$ cat config.mk
export PLATFORM = sky130hd
export DESIGN_NAME = brx_ctrl
export DESIGN_NICKNAME = d
export VERILOG_FILES = /design/src/rtl/brx_pkg.sv /design/src/rtl/brx_target_calc.sv /design/src/rtl/brx_decide.sv /design/src/rtl/brx_front_regs.sv /design/src/rtl/brx_ctrl.sv
export SDC_FILE = /design/constraint.sdc
export NUM_CORES = 1
export LEC_CHECK = 0
export BUFFER_PORTS_ARGS = -buffer_cell sky130_fd_sc_hd__buf_2
export CAP_MARGIN = 10
export CORE_ASPECT_RATIO = 1.4
export CORE_UTILIZATION = 52
export CTS_BUF_LIST = sky130_fd_sc_hd__clkbuf_16
export CTS_CLUSTER_DIAMETER = 80
export DETAILED_ROUTE_END_ITERATION = 10
export GPL_TIMING_DRIVEN = 0
export PLACE_DENSITY = 0.82
export SYNTH_ARGS = -nofsm -noshare
export SYNTH_HDL_FRONTEND = slang
export SYNTH_HIERARCHICAL = 1
export SYNTH_SLANG_ARGS = --single-unit
$ cat constraint.sdc
create_clock -name clk -period 4.3 [get_ports clk]
set_input_delay 0.86 -clock clk [delete_from_list [all_inputs] [get_ports clk]]
set_output_delay 0.86 -clock clk [all_outputs]
set_load 0.02 [all_outputs]
$ cat src/rtl/brx_pkg.sv
package brx_pkg;
  typedef enum logic [1:0] {
    BR_FLUSH  = 2'd0,
    BR_SLOT   = 2'd1,
    BR_CANCEL = 2'd2
  } br_mode_e;
endpackage

$ cat src/rtl/brx_target_calc.sv
module brx_target_calc #(
  parameter int AW   = 32,
  parameter int OFFW = 16
) (
  input  logic [AW-1:0]   dec_pc,
  input  logic [OFFW-1:0] offset,
  output logic [AW-1:0]   tgt_pc
);
  localparam int EXTW = AW - OFFW - 2;
  localparam logic [AW-1:0] WORD_STEP = AW'(4);

  logic [AW-1:0] disp;
  logic [AW-1:0] after_pc;

  // sign-extend the word offset and scale to bytes
  assign disp     = {{EXTW{offset[OFFW-1]}}, offset, 2'b00};
  assign after_pc = dec_pc + WORD_STEP;
  assign tgt_pc   = after_pc + disp;
endmodule

$ cat src/rtl/brx_decide.sv
module brx_decide
  import brx_pkg::*;
#(
  parameter int       DW   = 32,
  parameter br_mode_e MODE = BR_FLUSH
) (
  input  logic          br_live,
  input  logic          pred,
  input  logic [DW-1:0] opa,
  input  logic [DW-1:0] opb,
  output logic          redirect,
  output logic          kill
);
  logic cond;
  logic pred_unused;

  assign pred_unused = pred;
  assign cond        = (opa == opb);
  assign redirect    = br_live & cond;

  generate
    if (MODE == BR_FLUSH) begin : g_flush
      // sequential fetch was wrong whenever the branch goes
      assign kill = br_live & cond;
    end else if (MODE == BR_SLOT) begin : g_slot
      assign kill = 1'b0;
    end else begin : g_cancel
      // slot survives only when the encoded guess was right
      assign kill = br_live & (cond ^ pred);
    end
  endgenerate
endmodule

$ cat src/rtl/brx_front_regs.sv
module brx_front_regs #(
  parameter int            AW       = 32,
  parameter int            IW       = 32,
  parameter logic [AW-1:0] RESET_PC = '0
) (
  input  logic          clk,
  input  logic          rst,
  input  logic          hold,
  input  logic          redirect,
  input  logic          kill,
  input  logic [AW-1:0] tgt_pc,
  input  logic [IW-1:0] fetch_word,
  output logic [AW-1:0] pc_q,
  output logic [IW-1:0] word_q,
  output logic [AW-1:0] dpc_q,
  output logic          kill_q
);
  localparam logic [AW-1:0] WORD_STEP = AW'(4);

  always_ff @(posedge clk) begin
    if (rst) begin
      pc_q   <= RESET_PC;
      word_q <= '0;
      dpc_q  <= '0;
      kill_q <= 1'b0;
    end else if (hold) begin
      kill_q <= 1'b0;
    end else begin
      pc_q   <= redirect ? tgt_pc : pc_q + WORD_STEP;
      word_q <= kill ? '0 : fetch_word;
      dpc_q  <= pc_q;
      kill_q <= kill;
    end
  end
endmodule

$ cat src/rtl/brx_ctrl.sv
module brx_ctrl
  import brx_pkg::*;
#(
  parameter int            AW       = 32,
  parameter int            IW       = 32,
  parameter int            DW       = 32,
  parameter int            OFFW     = 16,
  parameter br_mode_e      MODE     = BR_FLUSH,
  parameter logic [AW-1:0] RESET_PC = 32'h0000_0100
) (
  input  logic            clk,
  input  logic            rst,
  input  logic            stall_i,
  input  logic [IW-1:0]   fetch_word_i,
  input  logic            id_branch_i,
  input  logic            id_pred_i,
  input  logic [OFFW-1:0] id_offset_i,
  input  logic [DW-1:0]   id_opa_i,
  input  logic [DW-1:0]   id_opb_i,
  output logic [AW-1:0]   fetch_pc_o,
  output logic [IW-1:0]   ifid_word_o,
  output logic [AW-1:0]   ifid_pc_o,
  output logic            squash_o
);
  logic          br_live;
  logic          redirect;
  logic          kill;
  logic [AW-1:0] tgt_pc;

  // a stall wins: the branch waits in decode
  assign br_live = id_branch_i & ~stall_i;

  brx_target_calc #(.AW(AW), .OFFW(OFFW)) i_target (
    .dec_pc (ifid_pc_o),
    .offset (id_offset_i),
    .tgt_pc (tgt_pc)
  );

  brx_decide #(.DW(DW), .MODE(MODE)) i_decide (
    .br_live  (br_live),
    .pred     (id_pred_i),
    .opa      (id_opa_i),
    .opb      (id_opb_i),
    .redirect (redirect),
    .kill     (kill)
  );

  brx_front_regs #(.AW(AW), .IW(IW), .RESET_PC(RESET_PC)) i_regs (
    .clk        (clk),
    .rst        (rst),
    .hold       (stall_i),
    .redirect   (redirect),
    .kill       (kill),
    .tgt_pc     (tgt_pc),
    .fetch_word (fetch_word_i),
    .pc_q       (fetch_pc_o),
    .word_q     (ifid_word_o),
    .dpc_q      (ifid_pc_o),
    .kill_q     (squash_o)
  );
endmodule

Word-level counts from Yosys, hierarchy flattened
Index checks and enable logic that the tools add are counted.
Widths: inputs -> output; s select.
{"block": "totals", "ff_bits": 97, "input_bits": 117, "output_inout_bits": 97, "word_cells": 14}
{"block": "op_classes", "addsub": 3, "eq_ne": 1, "muxes": 2, "bitwise": 3, "n_reduce_logical": 1}
{"op": "$add 32x3->32 const B", "n": 2}
{"op": "$mux 32", "n": 2}
{"op": "$add 32x32->32", "n": 1}
{"op": "$eq 32x32->1", "n": 1}
{"op": "$and 1x1->1", "n": 2}
{"op": "$reduce_or 2->1", "n": 1}
{"op": "$not 1->1", "n": 1}

Logic depth before layout (Yosys ltp)
Gate-level depths: netlist of the first run.
{"block": "depth", "depth_word": 4, "depth_mapped": 16, "ltp_nobuf": 16}

Cells and area by module
Netlist of the first run, hierarchy kept.
{"mod": "brx_front_regs", "instances": 1, "cells_per_inst": 482, "area_each_um2": 4169.0, "seq_area_each_um2": 1941.9}
{"mod": "brx_target_calc", "instances": 1, "cells_per_inst": 238, "area_each_um2": 1881.8, "seq_area_each_um2": 0.0}
{"mod": "brx_decide", "instances": 1, "cells_per_inst": 45, "area_each_um2": 362.8, "seq_area_each_um2": 0.0}
{"mod": "brx_ctrl", "instances": 1, "cells_per_inst": 1, "area_each_um2": 13.8, "seq_area_each_um2": 0.0}

Worst setup path before layout of the first run
OpenSTA, ideal clock, no wires.
{"block": "synth_timing", "kind": "input port to flip-flop", "start": "in id_offset_i[1]", "end": "reg i_regs.pc_q[29]", "setup_ns": 0.086, "arrival_time_ns": 3.402, "required_time_ns": 4.214, "slack_ns": 0.813, "stages": 14, "n_path_buf": 0, "cell_sequence": "ha_1 -> ha_1 -> fa_1 -> a211oi_1 -> o21ai_0 -> a31oi_1 -> nand2_1 -> a21oi_1 -> o21ai_0 -> xor2_1 -> inv_1 -> a21oi_1 -> a21oi_1 -> a211oi_1"}
{"block": "synth_via", "elab_chain_len": 2}
{"item": "start: declaration", "line_no": "brx_ctrl.sv:17", "rtl": "input logic [OFFW-1:0] id_offset_i,"}
{"item": "$add 32x32->32", "line_no": "brx_target_calc.sv:18", "rtl": "assign tgt_pc = after_pc + disp;"}
{"item": "named net tgt_pc[29]", "line_no": "brx_ctrl.sv:28", "rtl": "logic [AW-1:0] tgt_pc;"}
{"item": "$mux 32", "line_no": "brx_front_regs.sv:29", "rtl": "pc_q <= redirect ? tgt_pc : pc_q + WORD_STEP;"}
{"item": "end signal: assignment", "line_no": "brx_front_regs.sv:29"}
{"item": "end: declaration", "line_no": "brx_front_regs.sv:13", "rtl": "output logic [AW-1:0] pc_q,"}
The timed path passes the listed nets, and every way through them passes these cells.
A chain may end at the register's enable or synchronous reset.

Worst setup path in the final report of the first run
{"block": "layout_timing", "start": "in id_offset_i[1]", "end": "reg i_regs.pc_q[31]"}
Same word-level chain as after synthesis.

==> results of run 1 <==
metrics by stage:
stage | utilization | cell area, um^2
final | 0.6684 | 7979
after global routing | 0.6684 | 7979
after CTS | 0.6684 | 7979
after detailed placement | 0.6427 | 7672
after global placement | 0.6427 | 7672
after floorplan | - | 6427
critical path, cell delays in order:
cell and delay [ps]:
buf_2 100, ha_1 290, ha_1 240, fa_1 430, a211oi_1 330, o21ai_0 190, a31oi_1 430, a21oi_1 180
o22ai_1 430, o31ai_1 160, xnor2_1 210, o22ai_1 110, a211oi_1 240
report_power, final:
group	internal, mW	switching, mW	total [mW]
registers	0.921	0.0192	0.940
clock network	0.415	0.408	0.823
logic	0.144	0.204	0.348
total	1.48	0.631	2.11
routing by layer:
metal	up-vias	GRT usage
li1	3221	-
met1	3108	0.3314
met2	302	0.5643
met3	53	0.06450
met4	0	0.1235
met5	-	0
final timing paths:
check                                                      end  slack (ps)  cells past startpoint
worst max-delay path              i_regs/pc_q[31]$_SDFFE_PP0N_         370                     13
worst max register to register    i_regs/pc_q[31]$_SDFFE_PP0N_         660                     12
worst min-delay path            i_regs/word_q[28]$_SDFFE_PP0N_         490                      2
worst min register to register  i_regs/word_q[28]$_SDFFE_PP0N_         490                      2
area by class of cell:
type                    instances  share of cell area
multi-input cells             611              0.5333
flip-flops and latches         97              0.2434
repair buffers                212              0.1330
clock buffers                   9             0.02823
well taps                     147             0.02305
plain buffers                  45             0.02274
clock inverters                 7             0.01019
inverters                      13            0.006116
cell families after synthesis:
family	Yosys count	share of synthesized area
buffers and inverters	58	0.03582
DFF	97	0.3021
and+or+nand+nor	248	0.1877
AOI/OAI and AO/OA	198	0.2056
xor gates and xnor gates	64	0.08721
muxes	42	0.06560
adders and majority gates	59	0.1160
flip-flops by register name (all words and copies together), names as in the netlist:
signal         flops
i_regs/dpc_q      32
i_regs/word_q     32
i_regs/kill_q      1
i_regs/pc_q       32
cells in the final DEF (no fill, tap or decap), drive strengths merged, types with 9 or more instances in the layout:
cell type,synthesis,routed
buf,11,223
and3,9,9
nor2,111,111
a21o,12,12
nor4,12,12
a22oi,38,38
dfxtp,97,97
ha,58,58
o21ai,29,29
nand3,17,17
clkbuf,34,43
xor2,47,47
a31oi,9,9
nand2,41,41
nor3,15,15
a21oi,59,59
inv,13,16
xnor2,17,17
a211oi,10,10
nand4,10,10
mux2i,41,41
==> metrics, run 1 <==
status finished clean; Syn Inst Count roughly 770; Syn Nets roughly 940; post-synthesis sequential area ratio 0.3021; gpl congestion about 0.92; Worst Setup Start Kind input pin; # DRC 0; routed vias approximately 6,700; CTS Buf Count 9; die area 12,820 um^2; vias in the first global route about 6,400; GRT overflow 0; chip width ~96 um; row count 47; Worst Hold Launch i_regs/word_q[28]$_SDFFE_PP0N_; critical path capture point type flop; Final ANT Viol Nets 0; leak pwr between 3 and 4 nW; endpoints failing hold 0; Fmax roughly 250 MHz; Post-Layout Cell Count between 1,000 and 1,500; area of the multi-input gates around 4300 um^2; most frequent cell after synthesis nor2_1; Yosys reg bits 97; Max Clock Skew roughly 6.5 ps; yosys warns 6; initial antenna violation count 0; first-pass GRT wire length roughly 30,000 um; type of the most critical hold path flop to flop; DR vias/cell approximately 5.9; Chip Height ~130 um; final worst slack 367.9 ps; final period utilization 0.9144; Design Power 2.112 mW; Core ar. between 10,000 and 15,000 um^2; PortBufs 212; Max-slew headroom 0.4495; Post-DP HPWL ~15,000 um; Top Layer Used met4; WHS between 400 and 500 ps; largest net degree at the start of global routing 21; WL per Instance between 15 and 20 um; drt initial violations 391; postcts setup bufs 0; worst reg2reg path startpoint i_regs/dpc_q[3]$_SDFFE_PP0N_; commonest cells in the netlist nor2_1 (111), dfxtp_1 (97), a21oi_1 (59), ha_1 (58), xor2_1 (47); clock root buffer clkbuf_16; FILL cells roughly 1,000; Clock Latency Late Sink approximately 350 ps; post-CTS sizing 0; Post-synth EDFFs 0; wirelength, routed about 19,000 um; routed wl met3 roughly 1300 um; top_reg_cell synth dfxtp_1; clk buf depth 2; mapped cell area about 6400 um^2; P&R area growth vs syn 24.14%; post-layout min period ~4000 ps; Unique masters post-synth 62; synth top area cells dfxtp_1 (30%), ha_1 (11%), nor2_1 (6.5%); Final TNS setup 0 ps; Syn Area/Cell about 8.4 um^2; Max VDD drop 174.0 uV; max_cap viols 0; Post-synth ARST share 0; GRT Total Usage 0.3067; dpl cells around 1,100; Initial Utilization 0.5384; pre-CTS setup slack between 90 and 100 ps; critical path peak fanout 5; class of the most critical setup path input pin to flop; Least-Margin Pin Slew ~820 ps; share of cells above drive strength 1 0.2565; wl on met1 ~7000 um; Synth area leader dfxtp_1; Detailed Routing Iterations Pass 1 5; Final Slew Violations 0; CTS Sinks 97; Storage cell area approximately 1900 um^2; CP Data Arrival Time 4190 ps; hold_buf cts 0; H-tree depth 3; Setup crit start id_offset_i[1]; RSZ-0062 raised after global routing false; Top-Level Pins 214; Yosys top cell area share 0.3021; ANT cells 0; Power Dens Cells ~260 nW/um^2; endpoints failing setup 0; CTS tree yes; WP data required 4560 ps; routed wl met2 approximately 10,000 um; clk slew on worst S/H paths roughly 80 ps; Final nets 1,165
Note: power is estimated with default switching activity, not from simulation.
==> inputs of run 2 (changes only) <==
- ABC_AREA: not set -> 1
- CORE_UTILIZATION: 52 -> 54
- SLEW_MARGIN: not set -> 20
==> metrics, run 2 <==
Final ANT Viol Nets 0; FILL cells roughly 1,300; Worst Hold Launch i_regs/word_q[28]$_SDFFE_PP0N_; Yosys top cell area share 0.2575; clk slew on worst S/H paths roughly 70 ps; worst hold stages 2; Syn Nets 1,425; drt initial violations 492; WP data required 4580 ps; Worst Setup Start Kind input pin; DR vias/cell between 5 and 6; commonest cells in the netlist nand2_1 (414), inv_1 (183), a21oi_1 (115), nor2_1 (100), dfxtp_1 (97); Clock Latency Late Sink roughly 350 ps; Critical-path top delay cell fa_1; Worst Hold End i_regs/word_q[28]$_SDFFE_PP0N_; hold_buf cts 0; final period utilization 0.6673; class of the most critical setup path input pin to flop; Max Clock Skew 6.535 ps; die area 14,450 um^2; leak pwr between 5 and 6 nW; routed vias around 8,700; Least-Margin Pin Slew between 600 and 700 ps; Power Dens Cells 265.0 nW/um^2; CTS Buf Count 9; vias in the first global route 8,089; Top-Level Pins 214; worst reg2reg path startpoint i_regs/dpc_q[3]$_SDFFE_PP0N_; reg-to-reg endpoint i_regs/pc_q[17]$_SDFFE_PP0N_; # DRC 0; R2R Setup Slk about 1700 ps; final core utilization 0.6745; status finished clean; row count 50; Final TNS setup 0 ps; synth top area cells dfxtp_1 (26%), nand2_1 (21%), ha_1 (9.6%); Syn Inst Count roughly 1,200; H-tree depth 3; share of cells above drive strength 1 0.2019; commonest non-fill, non-tap cell in the layout nand2_1; most frequent cell after synthesis nand2_1; Post-DP HPWL 20,010 um; Synth area leader dfxtp_1; Fmax 348.5 MHz; first-pass GRT wire length 37,900 um; clk buf depth 2; postcts setup bufs 0; gpl congestion a little under 1; Detailed Routing Iterations Pass 1 6; clock root buffer clkbuf_16; slowest cell delay on critical path just under 500 ps; post-layout min period 2869 ps; GRT overflow 0; area of the multi-input gates 4725 um^2; mapped cell area 7542 um^2; Storage cell area 1942 um^2; Initial Utilization 0.5581; Yosys reg bits 97; PortBufs 211; Final Slew Violations 0; Unique masters post-synth 34; Core ar. 13,510 um^2; Post-synth ARST share 0; CP Data Arrival Time around 3200 ps; wirelength, routed ~24,000 um; crit path cell chain buf_2, ha_1, ha_1, fa_1, nand3_1, nand3_2, nand2_1, nand2_2, nand3_1, nand2_1, xor2_1, a21oi_1, a21oi_1; Syn Area/Cell a little over 6 um^2; Final nets about 1,600; critical path peak fanout 4; critical path capture point type flop; Max-slew headroom 0.5624; RSZ-0062 raised after global routing false; top_reg_cell synth dfxtp_1; Post-synth EDFFs 0; yosys warns 6; type of the most critical hold path flop to flop; endpoints failing setup 0; CTS Sinks 97; Max VDD drop 223.2 uV; Chip Height 141.8 um; Regs by FF count i_regs/dpc_q: 32 flops, i_regs/pc_q: 32 flops, i_regs/word_q: 32 flops; WL per Instance 14.75 um; endpoints failing hold 0; post-CTS sizing 0; GRT Total Usage 0.3419; initial antenna violation count 1; post-synthesis sequential area ratio 0.2575; P&R area growth vs syn 20.85%; CTS tree yes; FF-to-FF path depth 12; largest net degree at the start of global routing 19; max_cap viols 0; most frequent cells in the layout nand2_1 (414), buf_2 (224), inv_1 (183); chip width 101.9 um
## run 2: critical path, delay by kind of cell
kind / cells / cell delay (ps)
adder cells (fa/ha/maj): 3 / 1040
buffers and inverters: 1 / 100
AND/OR/NAND/NOR: 6 / 580
AO/OA/AOI/OAI: 2 / 320
XOR/XNOR: 1 / 250
## run 2: worst max path at each step
| stage | startpoint | end | slack, ps | cells after the start |
|---|---|---|---|---|
| after floorplan | id_offset_i[1] | i_regs/pc_q[25]$_SDFFE_PP0N_ | 1610 | 13 |
| final | id_offset_i[1] | i_regs/pc_q[17]$_SDFFE_PP0N_ | 1430 | 13 |
| after global placement | id_offset_i[15] | i_regs/pc_q[29]$_SDFFE_PP0N_ | 1100 | 13 |
| after global routing | id_offset_i[15] | i_regs/pc_q[29]$_SDFFE_PP0N_ | 1250 | 13 |
| after CTS | id_offset_i[15] | i_regs/pc_q[29]$_SDFFE_PP0N_ | 1450 | 13 |
| after detailed placement | id_offset_i[15] | i_regs/pc_q[29]$_SDFFE_PP0N_ | 1080 | 13 |
## run 2: final cells by class
cell class,instances,share of cell area
Sequential cell,97,0.2130
Multi-Input combinational cell,926,0.5183
Clock buffer,9,0.02471
Tap cell,182,0.02498
Inverter,189,0.07783
Timing Repair Buffer,211,0.1159
Clock inverter,7,0.006726
Antenna cell,1,0.0002745
Buffer,37,0.01826
## run 2: cell families after synthesis
kind of cell / Yosys count / synth area share
flops: 97 / 0.2575
simple gates: 630 / 0.3524
compound gates: 211 / 0.1450
buf+inv: 226 / 0.1161
fa+ha+maj: 59 / 0.09887
xor+xnor: 26 / 0.03019
## run 2: layer usage
| metal | global-route usage | share of wire | wire (um) | vias up |
|---|---|---|---|---|
| met3 | 0.05714 | 0.072 | 1757 | 111 |
| li1 | - | - | - | 4363 |
| met5 | 0 | 0 | 0 | - |
| met1 | 0.3481 | 0.36 | 8829 | 3806 |
| met2 | 0.6191 | 0.49 | 12000 | 402 |
| met4 | 0.2451 | 0.077 | 1885 | 0 |
## run 2: power breakdown
part	leakage [nW]	total, mW	switching [mW]	internal, mW
Combinational	4.16	0.641	0.413	0.228
Clock	0.142	0.786	0.381	0.405
Sequential	0.797	0.988	0.0471	0.941
## run 2: stage by stage
step	setup WS (ps)	power (mW)	instance area, um^2	hold slack [ps]	cells
3_5_place_dp	1079	1.640	8826	455.7	1642
2_1_floorplan	1608	1.407	7542	533.1	1249
4_1_cts	1445	2.412	9112	467.3	1658
3_3_place_gp	1096	1.629	8826	445.9	1642
6_report	1431	2.416	9115	465.9	1659
5_1_grt	1250	2.527	9115	475.7	1659
